`config.mk`:
```
export PLATFORM = sky130hd
export DESIGN_NAME = frame_desc_fetcher
export DESIGN_NICKNAME = d
export VERILOG_FILES = /design/src/rtl/fdf_pkg.sv /design/src/rtl/fdf_desc_capture.sv /design/src/rtl/fdf_burst_sizer.sv /design/src/rtl/fdf_frame_walker.sv /design/src/rtl/frame_desc_fetcher.sv
export SDC_FILE = /design/constraint.sdc
export NUM_CORES = 1
export LEC_CHECK = 0
export CORE_MARGIN = 1.5
export CORE_UTILIZATION = 35
export CTS_CLUSTER_DIAMETER = 40
export CTS_CLUSTER_SIZE = 24
export DETAILED_ROUTE_END_ITERATION = 12
export PLACE_DENSITY_LB_ADDON = 0.12
export SYNTH_ARGS = -nofsm -noshare
export SYNTH_HDL_FRONTEND = slang
export SYNTH_HIERARCHICAL = 1
export SYNTH_SLANG_ARGS = --single-unit
```
`constraint.sdc`:
```
create_clock -name clk -period 4.2 [get_ports clk]
set_input_delay 0.84 -clock clk [delete_from_list [all_inputs] [get_ports clk]]
set_output_delay 0.84 -clock clk [all_outputs]
set_load 0.03 [all_outputs]
```
`src/rtl/fdf_pkg.sv`:
```
package fdf_pkg;

  localparam int unsigned WORD_BYTES  = 4;
  localparam int unsigned DESC_WORDS  = 4;
  localparam int unsigned CMD_SOF_BIT = 31;
  localparam int unsigned CMD_EOF_BIT = 30;
  localparam int unsigned CMD_PAL_BIT = 28;

  typedef enum logic [2:0] {
    ST_IDLE,
    ST_DREQ,
    ST_DRSP,
    ST_BREQ,
    ST_BRSP,
    ST_FEND
  } fetch_state_e;

endpackage

```
`src/rtl/fdf_desc_capture.sv`:
```
module fdf_desc_capture #(
  parameter int unsigned ADDR_W = 32,
  parameter int unsigned LEN_W  = 16
) (
  input  logic              clk,
  input  logic              rst_n,
  input  logic              restart,
  input  logic              beat_valid,
  input  logic [31:0]       beat_data,
  output logic              done,
  output logic [ADDR_W-1:0] next_ptr,
  output logic [ADDR_W-1:0] fbuf_ptr,
  output logic [31:0]       frame_id,
  output logic [LEN_W-1:0]  frame_len,
  output logic              want_sof,
  output logic              want_eof,
  output logic              palette
);
  import fdf_pkg::*;

  localparam int unsigned HELD = DESC_WORDS - 1;
  localparam int unsigned IDX_W = $clog2(DESC_WORDS);

  logic [IDX_W-1:0] idx_q, idx_d;
  logic [31:0]      word_q [HELD];

  always_comb begin
    idx_d = idx_q;
    if (restart) begin
      idx_d = '0;
    end else if (beat_valid) begin
      idx_d = idx_q + IDX_W'(1);
    end
  end

  always_ff @(posedge clk or negedge rst_n) begin
    if (!rst_n) begin
      idx_q <= '0;
    end else begin
      idx_q <= idx_d;
    end
  end

  for (genvar g = 0; g < HELD; g++) begin : g_word
    logic hit;
    assign hit = beat_valid && (idx_q == IDX_W'(g));
    always_ff @(posedge clk or negedge rst_n) begin
      if (!rst_n) begin
        word_q[g] <= '0;
      end else if (hit) begin
        word_q[g] <= beat_data;
      end
    end
  end

  assign done      = beat_valid && (idx_q == IDX_W'(HELD));
  assign next_ptr  = word_q[0][ADDR_W-1:0];
  assign fbuf_ptr  = word_q[1][ADDR_W-1:0];
  assign frame_id  = word_q[2];
  assign frame_len = beat_data[LEN_W-1:0];
  assign want_sof  = beat_data[CMD_SOF_BIT];
  assign want_eof  = beat_data[CMD_EOF_BIT];
  assign palette   = beat_data[CMD_PAL_BIT];

endmodule

```
`src/rtl/fdf_burst_sizer.sv`:
```
module fdf_burst_sizer #(
  parameter int unsigned LEN_W     = 16,
  parameter int unsigned FREE_W    = 6,
  parameter int unsigned REQ_LEN_W = 5
) (
  input  logic [1:0]           burst_sel,
  input  logic [LEN_W-1:0]     remaining,
  input  logic [FREE_W-1:0]    fifo_free,
  output logic [REQ_LEN_W-1:0] burst_len,
  output logic                 room_ok
);

  localparam int unsigned WIDER = (LEN_W > FREE_W) ? LEN_W : FREE_W;
  localparam int unsigned CW    = ((WIDER > REQ_LEN_W) ? WIDER : REQ_LEN_W) + 1;

  logic [REQ_LEN_W-1:0] full_len;
  logic [CW-1:0]        rem_x;
  logic [CW-1:0]        full_x;

  always_comb begin
    unique case (burst_sel)
      2'd0:    full_len = REQ_LEN_W'(4);
      2'd1:    full_len = REQ_LEN_W'(8);
      default: full_len = REQ_LEN_W'(16);
    endcase
  end

  always_comb begin
    rem_x  = CW'(remaining);
    full_x = CW'(full_len);
    if (rem_x < full_x) begin
      burst_len = REQ_LEN_W'(remaining);
    end else begin
      burst_len = full_len;
    end
    room_ok = CW'(fifo_free) >= CW'(burst_len);
  end

endmodule

```
`src/rtl/fdf_frame_walker.sv`:
```
module fdf_frame_walker #(
  parameter int unsigned ADDR_W    = 32,
  parameter int unsigned LEN_W     = 16,
  parameter int unsigned REQ_LEN_W = 5
) (
  input  logic                 clk,
  input  logic                 rst_n,
  input  logic                 load,
  input  logic [ADDR_W-1:0]    load_addr,
  input  logic [LEN_W-1:0]     load_len,
  input  logic                 burst_go,
  input  logic [REQ_LEN_W-1:0] burst_len,
  input  logic                 beat,
  output logic [ADDR_W-1:0]    addr,
  output logic [LEN_W-1:0]     remaining,
  output logic                 last_beat,
  output logic                 last_word
);
  import fdf_pkg::*;

  logic [ADDR_W-1:0]    addr_q, addr_d;
  logic [LEN_W-1:0]     rem_q, rem_d;
  logic [REQ_LEN_W-1:0] beats_q, beats_d;

  always_comb begin
    addr_d  = addr_q;
    rem_d   = rem_q;
    beats_d = beats_q;
    if (load) begin
      addr_d = load_addr;
      rem_d  = load_len;
    end else if (beat) begin
      addr_d = addr_q + ADDR_W'(WORD_BYTES);
      rem_d  = rem_q - LEN_W'(1);
    end
    if (burst_go) begin
      beats_d = burst_len;
    end else if (beat) begin
      beats_d = beats_q - REQ_LEN_W'(1);
    end
  end

  always_ff @(posedge clk or negedge rst_n) begin
    if (!rst_n) begin
      addr_q  <= '0;
      rem_q   <= '0;
      beats_q <= '0;
    end else begin
      addr_q  <= addr_d;
      rem_q   <= rem_d;
      beats_q <= beats_d;
    end
  end

  assign addr      = addr_q;
  assign remaining = rem_q;
  assign last_beat = beats_q == REQ_LEN_W'(1);
  assign last_word = rem_q == LEN_W'(1);

endmodule

```
`src/rtl/frame_desc_fetcher.sv`:
```
module frame_desc_fetcher #(
  parameter int unsigned ADDR_W    = 32,
  parameter int unsigned LEN_W     = 16,
  parameter int unsigned FREE_W    = 6,
  parameter int unsigned REQ_LEN_W = 5
) (
  input  logic                 clk,
  input  logic                 rst_n,
  input  logic                 enable,
  input  logic                 head_we,
  input  logic [ADDR_W-1:0]    head_addr,
  input  logic [1:0]           burst_sel,
  output logic                 rd_req_valid,
  input  logic                 rd_req_ready,
  output logic [ADDR_W-1:0]    rd_req_addr,
  output logic [REQ_LEN_W-1:0] rd_req_len,
  input  logic                 rd_rsp_valid,
  input  logic [31:0]          rd_rsp_data,
  output logic                 fifo_push,
  output logic [31:0]          fifo_data,
  output logic                 fifo_palette,
  input  logic [FREE_W-1:0]    fifo_free,
  output logic                 sof_irq,
  output logic                 eof_irq,
  output logic [31:0]          cur_frame_id,
  output logic                 active
);
  import fdf_pkg::*;

  fetch_state_e state_q, state_d;

  logic [ADDR_W-1:0] head_q;
  logic [ADDR_W-1:0] desc_addr_q, desc_addr_d;
  logic [ADDR_W-1:0] next_q;
  logic              eof_want_q;
  logic              pal_q;
  logic [31:0]       frame_id_q;
  logic              sof_q, eof_q;

  logic              req_fire;
  logic              req_is_data;
  logic              desc_beat;
  logic              push;

  logic              desc_done;
  logic [ADDR_W-1:0] cap_next;
  logic [ADDR_W-1:0] cap_fbuf;
  logic [31:0]       cap_id;
  logic [LEN_W-1:0]  cap_len;
  logic              cap_sof, cap_eof, cap_pal;

  logic [REQ_LEN_W-1:0] blen;
  logic                 room_ok;
  logic [ADDR_W-1:0]    walk_addr;
  logic [LEN_W-1:0]     walk_rem;
  logic                 walk_last_beat, walk_last_word;

  fdf_desc_capture #(
    .ADDR_W (ADDR_W),
    .LEN_W  (LEN_W)
  ) i_capture (
    .clk        (clk),
    .rst_n      (rst_n),
    .restart    (state_q == ST_DREQ),
    .beat_valid (desc_beat),
    .beat_data  (rd_rsp_data),
    .done       (desc_done),
    .next_ptr   (cap_next),
    .fbuf_ptr   (cap_fbuf),
    .frame_id   (cap_id),
    .frame_len  (cap_len),
    .want_sof   (cap_sof),
    .want_eof   (cap_eof),
    .palette    (cap_pal)
  );

  fdf_burst_sizer #(
    .LEN_W     (LEN_W),
    .FREE_W    (FREE_W),
    .REQ_LEN_W (REQ_LEN_W)
  ) i_sizer (
    .burst_sel (burst_sel),
    .remaining (walk_rem),
    .fifo_free (fifo_free),
    .burst_len (blen),
    .room_ok   (room_ok)
  );

  fdf_frame_walker #(
    .ADDR_W    (ADDR_W),
    .LEN_W     (LEN_W),
    .REQ_LEN_W (REQ_LEN_W)
  ) i_walker (
    .clk       (clk),
    .rst_n     (rst_n),
    .load      (desc_done),
    .load_addr (cap_fbuf),
    .load_len  (cap_len),
    .burst_go  (req_fire && req_is_data),
    .burst_len (blen),
    .beat      (push),
    .addr      (walk_addr),
    .remaining (walk_rem),
    .last_beat (walk_last_beat),
    .last_word (walk_last_word)
  );

  // Request side
  always_comb begin
    req_is_data  = state_q == ST_BREQ;
    rd_req_valid = (state_q == ST_DREQ) || (req_is_data && room_ok);
    if (state_q == ST_DREQ) begin
      rd_req_addr = desc_addr_q;
      rd_req_len  = REQ_LEN_W'(DESC_WORDS);
    end else begin
      rd_req_addr = walk_addr;
      rd_req_len  = blen;
    end
    req_fire  = rd_req_valid && rd_req_ready;
    desc_beat = (state_q == ST_DRSP) && rd_rsp_valid;
    push      = (state_q == ST_BRSP) && rd_rsp_valid;
  end

  // Next state
  always_comb begin
    state_d     = state_q;
    desc_addr_d = desc_addr_q;
    unique case (state_q)
      ST_IDLE: begin
        if (enable) begin
          state_d     = ST_DREQ;
          desc_addr_d = head_q;
        end
      end
      ST_DREQ: begin
        if (req_fire) state_d = ST_DRSP;
      end
      ST_DRSP: begin
        if (desc_done) begin
          if (cap_len == '0)  state_d = ST_FEND;
          else if (!enable)   state_d = ST_IDLE;
          else                state_d = ST_BREQ;
        end
      end
      ST_BREQ: begin
        if (req_fire) state_d = ST_BRSP;
      end
      ST_BRSP: begin
        if (push && walk_last_beat) begin
          if (walk_last_word) state_d = ST_FEND;
          else if (!enable)   state_d = ST_IDLE;
          else                state_d = ST_BREQ;
        end
      end
      ST_FEND: begin
        desc_addr_d = next_q;
        state_d     = enable ? ST_DREQ : ST_IDLE;
      end
      default: state_d = ST_IDLE;
    endcase
  end

  always_ff @(posedge clk or negedge rst_n) begin
    if (!rst_n) begin
      state_q     <= ST_IDLE;
      desc_addr_q <= '0;
      sof_q       <= 1'b0;
      eof_q       <= 1'b0;
    end else begin
      state_q     <= state_d;
      desc_addr_q <= desc_addr_d;
      sof_q       <= desc_done && cap_sof;
      eof_q       <= (state_q == ST_FEND) && eof_want_q;
    end
  end

  always_ff @(posedge clk or negedge rst_n) begin
    if (!rst_n) begin
      head_q <= '0;
    end else if (head_we) begin
      head_q <= head_addr;
    end
  end

  always_ff @(posedge clk or negedge rst_n) begin
    if (!rst_n) begin
      next_q     <= '0;
      eof_want_q <= 1'b0;
      pal_q      <= 1'b0;
      frame_id_q <= '0;
    end else if (desc_done) begin
      next_q     <= cap_next;
      eof_want_q <= cap_eof;
      pal_q      <= cap_pal;
      frame_id_q <= cap_id;
    end
  end

  assign fifo_push    = push;
  assign fifo_data    = rd_rsp_data;
  assign fifo_palette = pal_q;
  assign sof_irq      = sof_q;
  assign eof_irq      = eof_q;
  assign cur_frame_id = frame_id_q;
  assign active       = state_q != ST_IDLE;

endmodule

```
# ---- Word-level counts from Yosys, hierarchy flattened
# Cells that the tools add are included.
dict set report totals {
  elab_cells 86
  input_bits 78
  ff_bits 286
}
dict set report op_classes {
  order_cmp 2
  muxes 24
  eq_ne 16
  reduce_logical 24
  addsub 4
}
# op n
set op_table {}
lappend op_table {{$mux W32} 4}
lappend op_table {{$pmux W32 S2} 1}
lappend op_table {{$add A32 B3 Y32 const B} 1}
lappend op_table {{$mux W16} 2}
lappend op_table {{$mux W3} 7}
lappend op_table {{$mux W5} 4}
lappend op_table {{$pmux W3 S6} 1}
lappend op_table {{$eq A16 B1 Y1 const B} 1}
lappend op_table {{$logic_not A16 Y1} 1}
lappend op_table {{$lt A16 B5 Y1} 1}
lappend op_table {{$sub A16 B1 Y16 const B} 1}
lappend op_table {{$logic_and A1 B1 Y1} 12}
lappend op_table {{$pmux W5 S2} 1}
lappend op_table {{$ne A2 B2 Y1 const B} 4}
lappend op_table {{$reduce_bool A2 Y1} 4}
lappend op_table {{$eq A3 B2 Y1 const B} 2}
lappend op_table {{$eq A3 B3 Y1 const B} 2}
lappend op_table {{$ge A6 B5 Y1} 1}
lappend op_table {{$mux W2} 3}
lappend op_table {{$eq A5 B1 Y1 const B} 1}
lappend op_table {{$reduce_and A5 Y1} 1}
lappend op_table {{$sub A5 B1 Y5 const B} 1}
lappend op_table {{$eq A2 B1 Y1 const B} 2}
lappend op_table {{$eq A2 B2 Y1 const B} 2}
lappend op_table {{other kinds (9)} 10}

# ---- Depth between registers and ports, before layout
dict set report depth {
  depth_word 10
  mapped_depth 18
}

# ---- Cells and area by module
# Netlist, hierarchy kept.
# mod area_each_um2 cells_each instances
set modules_own_cells {}
lappend modules_own_cells {frame_desc_fetcher 6273.5 478 1}
lappend modules_own_cells {fdf_desc_capture 3837.4 236 1}
lappend modules_own_cells {fdf_frame_walker 3030.4 344 1}
lappend modules_own_cells {fdf_burst_sizer 291.5 34 1}

# ---- Least setup slack after synthesis
# Ideal clock, no wire load.
dict set report synth_path {
  path_type {input port to output port}
  startpoint {input port burst_sel[1]}
  endpoint {output port rd_req_valid}
  t_arrival_ns 3.150
  slack_ns 0.210
  n_path_buf 1
  cell_stages 15
  cell_sequence {and2b_2 > inv_1 > ha_1 > o31a_1 > o21ai_1 > and4_1 > buf_6 > and2_2 > ha_1 > nand2b_1 > a21oi_1 > o21ai_0 > a211o_1 > nor2b_1 > nor2_1}
}
dict set report synth_between {
  elab_chain_len 7
}
# element line
set synth_lines {}
lappend synth_lines {{start, declared} frame_desc_fetcher.sv:12} ;# input logic [1:0] burst_sel,
lappend synth_lines {{$eq A2 B1 Y1 / $logic_not A2 Y1 (equally long branches)} fdf_burst_sizer.sv:21} ;# unique case (burst_sel)
lappend synth_lines {{$pmux W5 S2 *} fdf_burst_sizer.sv:21}
lappend synth_lines {{$lt A16 B5 Y1 *} fdf_burst_sizer.sv:31} ;# if (rem_x < full_x) begin
lappend synth_lines {{$mux W5 *} fdf_burst_sizer.sv:31}
lappend synth_lines {{via blen[0]} frame_desc_fetcher.sv:52} ;# logic [REQ_LEN_W-1:0] blen;
lappend synth_lines {{$ge A6 B5 Y1 *} fdf_burst_sizer.sv:36} ;# room_ok = CW'(fifo_free) >= CW'(burst_len);
lappend synth_lines {{via room_ok} frame_desc_fetcher.sv:53} ;# logic room_ok;
lappend synth_lines {{$logic_and A1 B1 Y1 *} frame_desc_fetcher.sv:111} ;# rd_req_valid = (state_q == ST_DREQ) || (req_is_data && room_ok);
lappend synth_lines {{$logic_or A1 B1 Y1 *} frame_desc_fetcher.sv:111}
lappend synth_lines {{end, declared} frame_desc_fetcher.sv:13} ;# output logic rd_req_valid,
# The timed path passes the listed nets; every way through them passes the cells marked *.

# ---- Worst setup path after layout
dict set report layout_path {
  startpoint {input port burst_sel[1]}
  endpoint {output port rd_req_valid}
}
dict set report layout_between {
  elab_chain_len 7
}
# element line
set layout_lines {}
lappend layout_lines {{$eq A2 B1 Y1 / $logic_not A2 Y1 (equally long branches)} fdf_burst_sizer.sv:21}
lappend layout_lines {{$pmux W5 S2 *} fdf_burst_sizer.sv:21}
lappend layout_lines {{$lt A16 B5 Y1} fdf_burst_sizer.sv:31}
lappend layout_lines {{$mux W5 *} fdf_burst_sizer.sv:31}
lappend layout_lines {{$ge A6 B5 Y1 *} fdf_burst_sizer.sv:36}
lappend layout_lines {{via room_ok} frame_desc_fetcher.sv:53}
lappend layout_lines {{$logic_and A1 B1 Y1 *} frame_desc_fetcher.sv:111}
lappend layout_lines {{$logic_or A1 B1 Y1 *} frame_desc_fetcher.sv:111}
# Marked as above.

==> run summary <==
- antenna violations before repair: 1
- type of the tightest min-delay check: in -> async
- sinks on the clock net: 286
- post-synthesis sequential element count: 286
- count of pins over their slew limit: 0
- Row Count: 71
- area of the mapped netlist: 13400 µm²
- RSZ-0062 raised after global routing: yes
- wire length after detailed routing: 33800 µm
- Floorplan Core Area: 37800 µm²
- Final period util: 98.6%
- TritonCTS buffer count: 45
- Internal Dissipation: 7.98 mW
- Worst-path clk slew: 50 ps
- count of H-tree levels built during CTS: 2
- Worst Clk Skew: 14.2 ps
- outcome: completed
- Worst slew margin: 30.8%
- first-pass GRT wire length: 54000 µm
- path type of the worst setup path: in -> out
- logic gate share of total power: 31.6%
- floorplan die width: 199 µm
- DP Wirelength: 22300 µm
- last weighted congestion value of the routability-driven placer: 0.823
- warning count from the yosys run: 6
- register area share after synthesis: 53.3%
- clock network latency to the later pin of the worst-skew pair: 540 ps
- worst supply voltage drop on vdd: 0.000351 V
- average wire per standard cell: 18.8 µm
- Max Freq: 242 MHz
- post-synthesis cell type count: 59
- grt total ovfl: 0
- Post-Syn Area per Cell: 12.3 µm²
- top-area cell type share of the netlist area: 53.3%
- final setup vio count: 0
- Setup TNS Final: 0 ps
- total count of hold-check failures in the final report: 0
- synthesized instance count: 1092
- Routed Antenna Nets: 0
- most common library cells after synthesis: sky130_fd_sc_hd__dfrtp_1, sky130_fd_sc_hd__mux2_2, sky130_fd_sc_hd__nor2_1, sky130_fd_sc_hd__nand2_1, sky130_fd_sc_hd__buf_4
- number of buffer cells added on primary ports: 184
- number of buffers inserted by hold repair at cts: 0
- num ports: 185
- Synth area leaders: sky130_fd_sc_hd__dfrtp_1, sky130_fd_sc_hd__mux2_2, sky130_fd_sc_hd__buf_4, sky130_fd_sc_hd__mux2i_1, sky130_fd_sc_hd__nor2_1
- number of DRC violations after detailed routing: 0
- critical path peak fanout: 4
- Clock Power Share: 30.5%
- power density over the cells: 703 nW/µm²
- placement-stage worst setup slack: -464 ps
- Net Sw Power: 4.05 mW
- final core utilization: 45.3%
- CTS tree: done
- switching share of power: 33.7%
- Setup crit end kind: output port
- Final WS setup: 59.6 ps
- PnR Total Power: 12.0 mW
- detail-routed via count per cell: 4.94
- Total Die Area: 39600 µm²
- detailed-route via count: 8859
- data required time at the worst endpoint: 3360 ps
- global-route total usage across every layer: 17.7%
- Initial Utilization: 35.6%
- Synth Net Count: 1186
- Pre-Repair DR Iteration Count: 4
- critical register-to-register path startpoint: i_walker/remaining[4]
- fraction of layout instances using a drive strength above 1: 31.4%
- Worst Tran Pin Value: 1030 ps
- y dimension of the die: 199 µm
- number of maximum-capacitance violations: 0
- starting DRC count in detailed routing: 338
- timing startpoint of the critical path: burst_sel[1]
- worst-case clock buffer depth: 3
- final worst path period need: 4140 ps
- number of flops mapped to enable cells by yosys: 0
- crit path DAT: 3300 ps
- share of async-settable or async-resettable flops after synthesis: 100%
- launching element type of the critical path: input pin
- via count of the first global-routing pass: 9275
- final net count: 1343
- largest net degree at the start of global routing: 114
- most used standard cell by instance count after synthesis: sky130_fd_sc_hd__dfrtp_1
- CTS Root Buffer Type: sky130_fd_sc_hd__clkbuf_16
- Layout Area Growth over Synthesis: 27.4%
- leakage power: 7.38 nW
- portion of total power attributed to sequential cells: 37.9%
- WHS: 366 ps
- Filler Cells Inserted: 3514
- Synth Flop Type: sky130_fd_sc_hd__dfrtp_1
- ant diodes: 0
- cell type contributing the most total cell area after synthesis: sky130_fd_sc_hd__dfrtp_1
[cell families (layout without fill, tap and decap cells)]
group | Yosys count | in the layout | share of synthesized area, %
adders and majority gates | 16 | 16 | 1.49
DFF | 286 | 286 | 53.3
muxes | 269 | 269 | 22.3
and+or+nand+nor | 249 | 249 | 9.35
xor gates and xnor gates | 28 | 28 | 1.83
AOI/OAI and AO/OA | 123 | 123 | 6.26
buffers and inverters | 121 | 313 | 5.50
[layout make-up]
type,count,area [µm²],area share [%]
Multi-Input combinational cell,685,5590,32.6
Tap cell,511,639,3.73
Clock buffer,54,1230,7.20
Sequential cell,286,7160,41.8
Timing Repair Buffer,217,2170,12.7
Clock inverter,28,278,1.62
Inverter,14,52.6,0.307
[timing repair]
action	in CTS	in global routing
gates resized for setup	17	5
endpoints found under the setup margin	1	1
buffers inserted	0	1
pin swaps	7	7
[worst max-delay path, stage by stage]
cell	delay, ps
sky130_fd_sc_hd__buf_6	90
sky130_fd_sc_hd__and2b_2	210
sky130_fd_sc_hd__inv_2	40
sky130_fd_sc_hd__ha_4	200
sky130_fd_sc_hd__o31a_1	90
sky130_fd_sc_hd__o21ai_1	110
sky130_fd_sc_hd__and4_4	260
sky130_fd_sc_hd__buf_6	120
sky130_fd_sc_hd__mux2i_2	210
sky130_fd_sc_hd__ha_1	260
sky130_fd_sc_hd__nand2_1	60
sky130_fd_sc_hd__o21ai_1	60
sky130_fd_sc_hd__a211o_1	340
sky130_fd_sc_hd__nor2b_2	160
sky130_fd_sc_hd__nor2_1	60
sky130_fd_sc_hd__buf_4	170
[cells in the final DEF (no fill, tap or decap), drive strengths merged, types with 12 or more instances in the layout]
cell,synthesis,routed
inv,14,23
or4,15,15
nor4,14,14
nor2,72,72
mux2,232,232
ha,16,16
o21ai,39,39
o31ai,12,12
dfrtp,286,286
nand2,64,64
a21oi,40,40
xnor2,17,17
a31oi,17,17
mux2i,37,37
clkdlybuf4s50,0,174
clkbuf,22,54
clkinv,0,15
buf,85,43
nand3,19,19
[metrics by stage]
stage               area (µm²)  std cells
floorplan                13400       1092
global placement         15600       1712
detailed placement       15600       1712
CTS                      17100       1794
global route             17100       1795
finish                   17100       1795
[routing by layer]
layer / wire, µm / track usage, %
met2: 15300 / 27.5
met1: 16100 / 24.8
met3: 1830 / 4.27
met5: 0 / 0
met4: 556 / 4.71
[state kept, by name, indices dropped and copies added (netlist names)]
register	count
cur_frame_id	32
desc_addr_q	32
head_q	32
i_capture/fbuf_ptr	32
i_capture/frame_id	32
i_capture/next_ptr	32
i_walker/addr	32
next_q	32
i_walker/remaining	16
i_walker/beats_q	5
state_q	3
i_capture/idx_q	2
eof_irq	1
eof_want_q	1
fifo_palette	1
sof_irq	1
[power by group through the flow]
stage	clock network [mW]	logic, mW	registers, mW
floorplan	0	2.61	4.44
finish	3.68	3.81	4.56
detailed placement	0	3.84	4.59
global placement	0	3.79	4.56
CTS	3.78	3.86	4.55
global route	3.91	4.15	4.73
[worst paths after layout]
kind | to | slack, ps | cells after the start
hold reg to reg | i_walker/addr[5] | 470 | 2
hold / removal | state_q[0] | 370 | 1
setup reg to reg | state_q[0] | 1030 | 15
setup / recovery | rd_req_valid | 60 | 16
min in group clk | i_walker/addr[5] | 470 | 2
max in group asynchronous | i_walker/addr[1] | 2790 | 2
No activity file was read; power rests on OpenSTA's default activity.
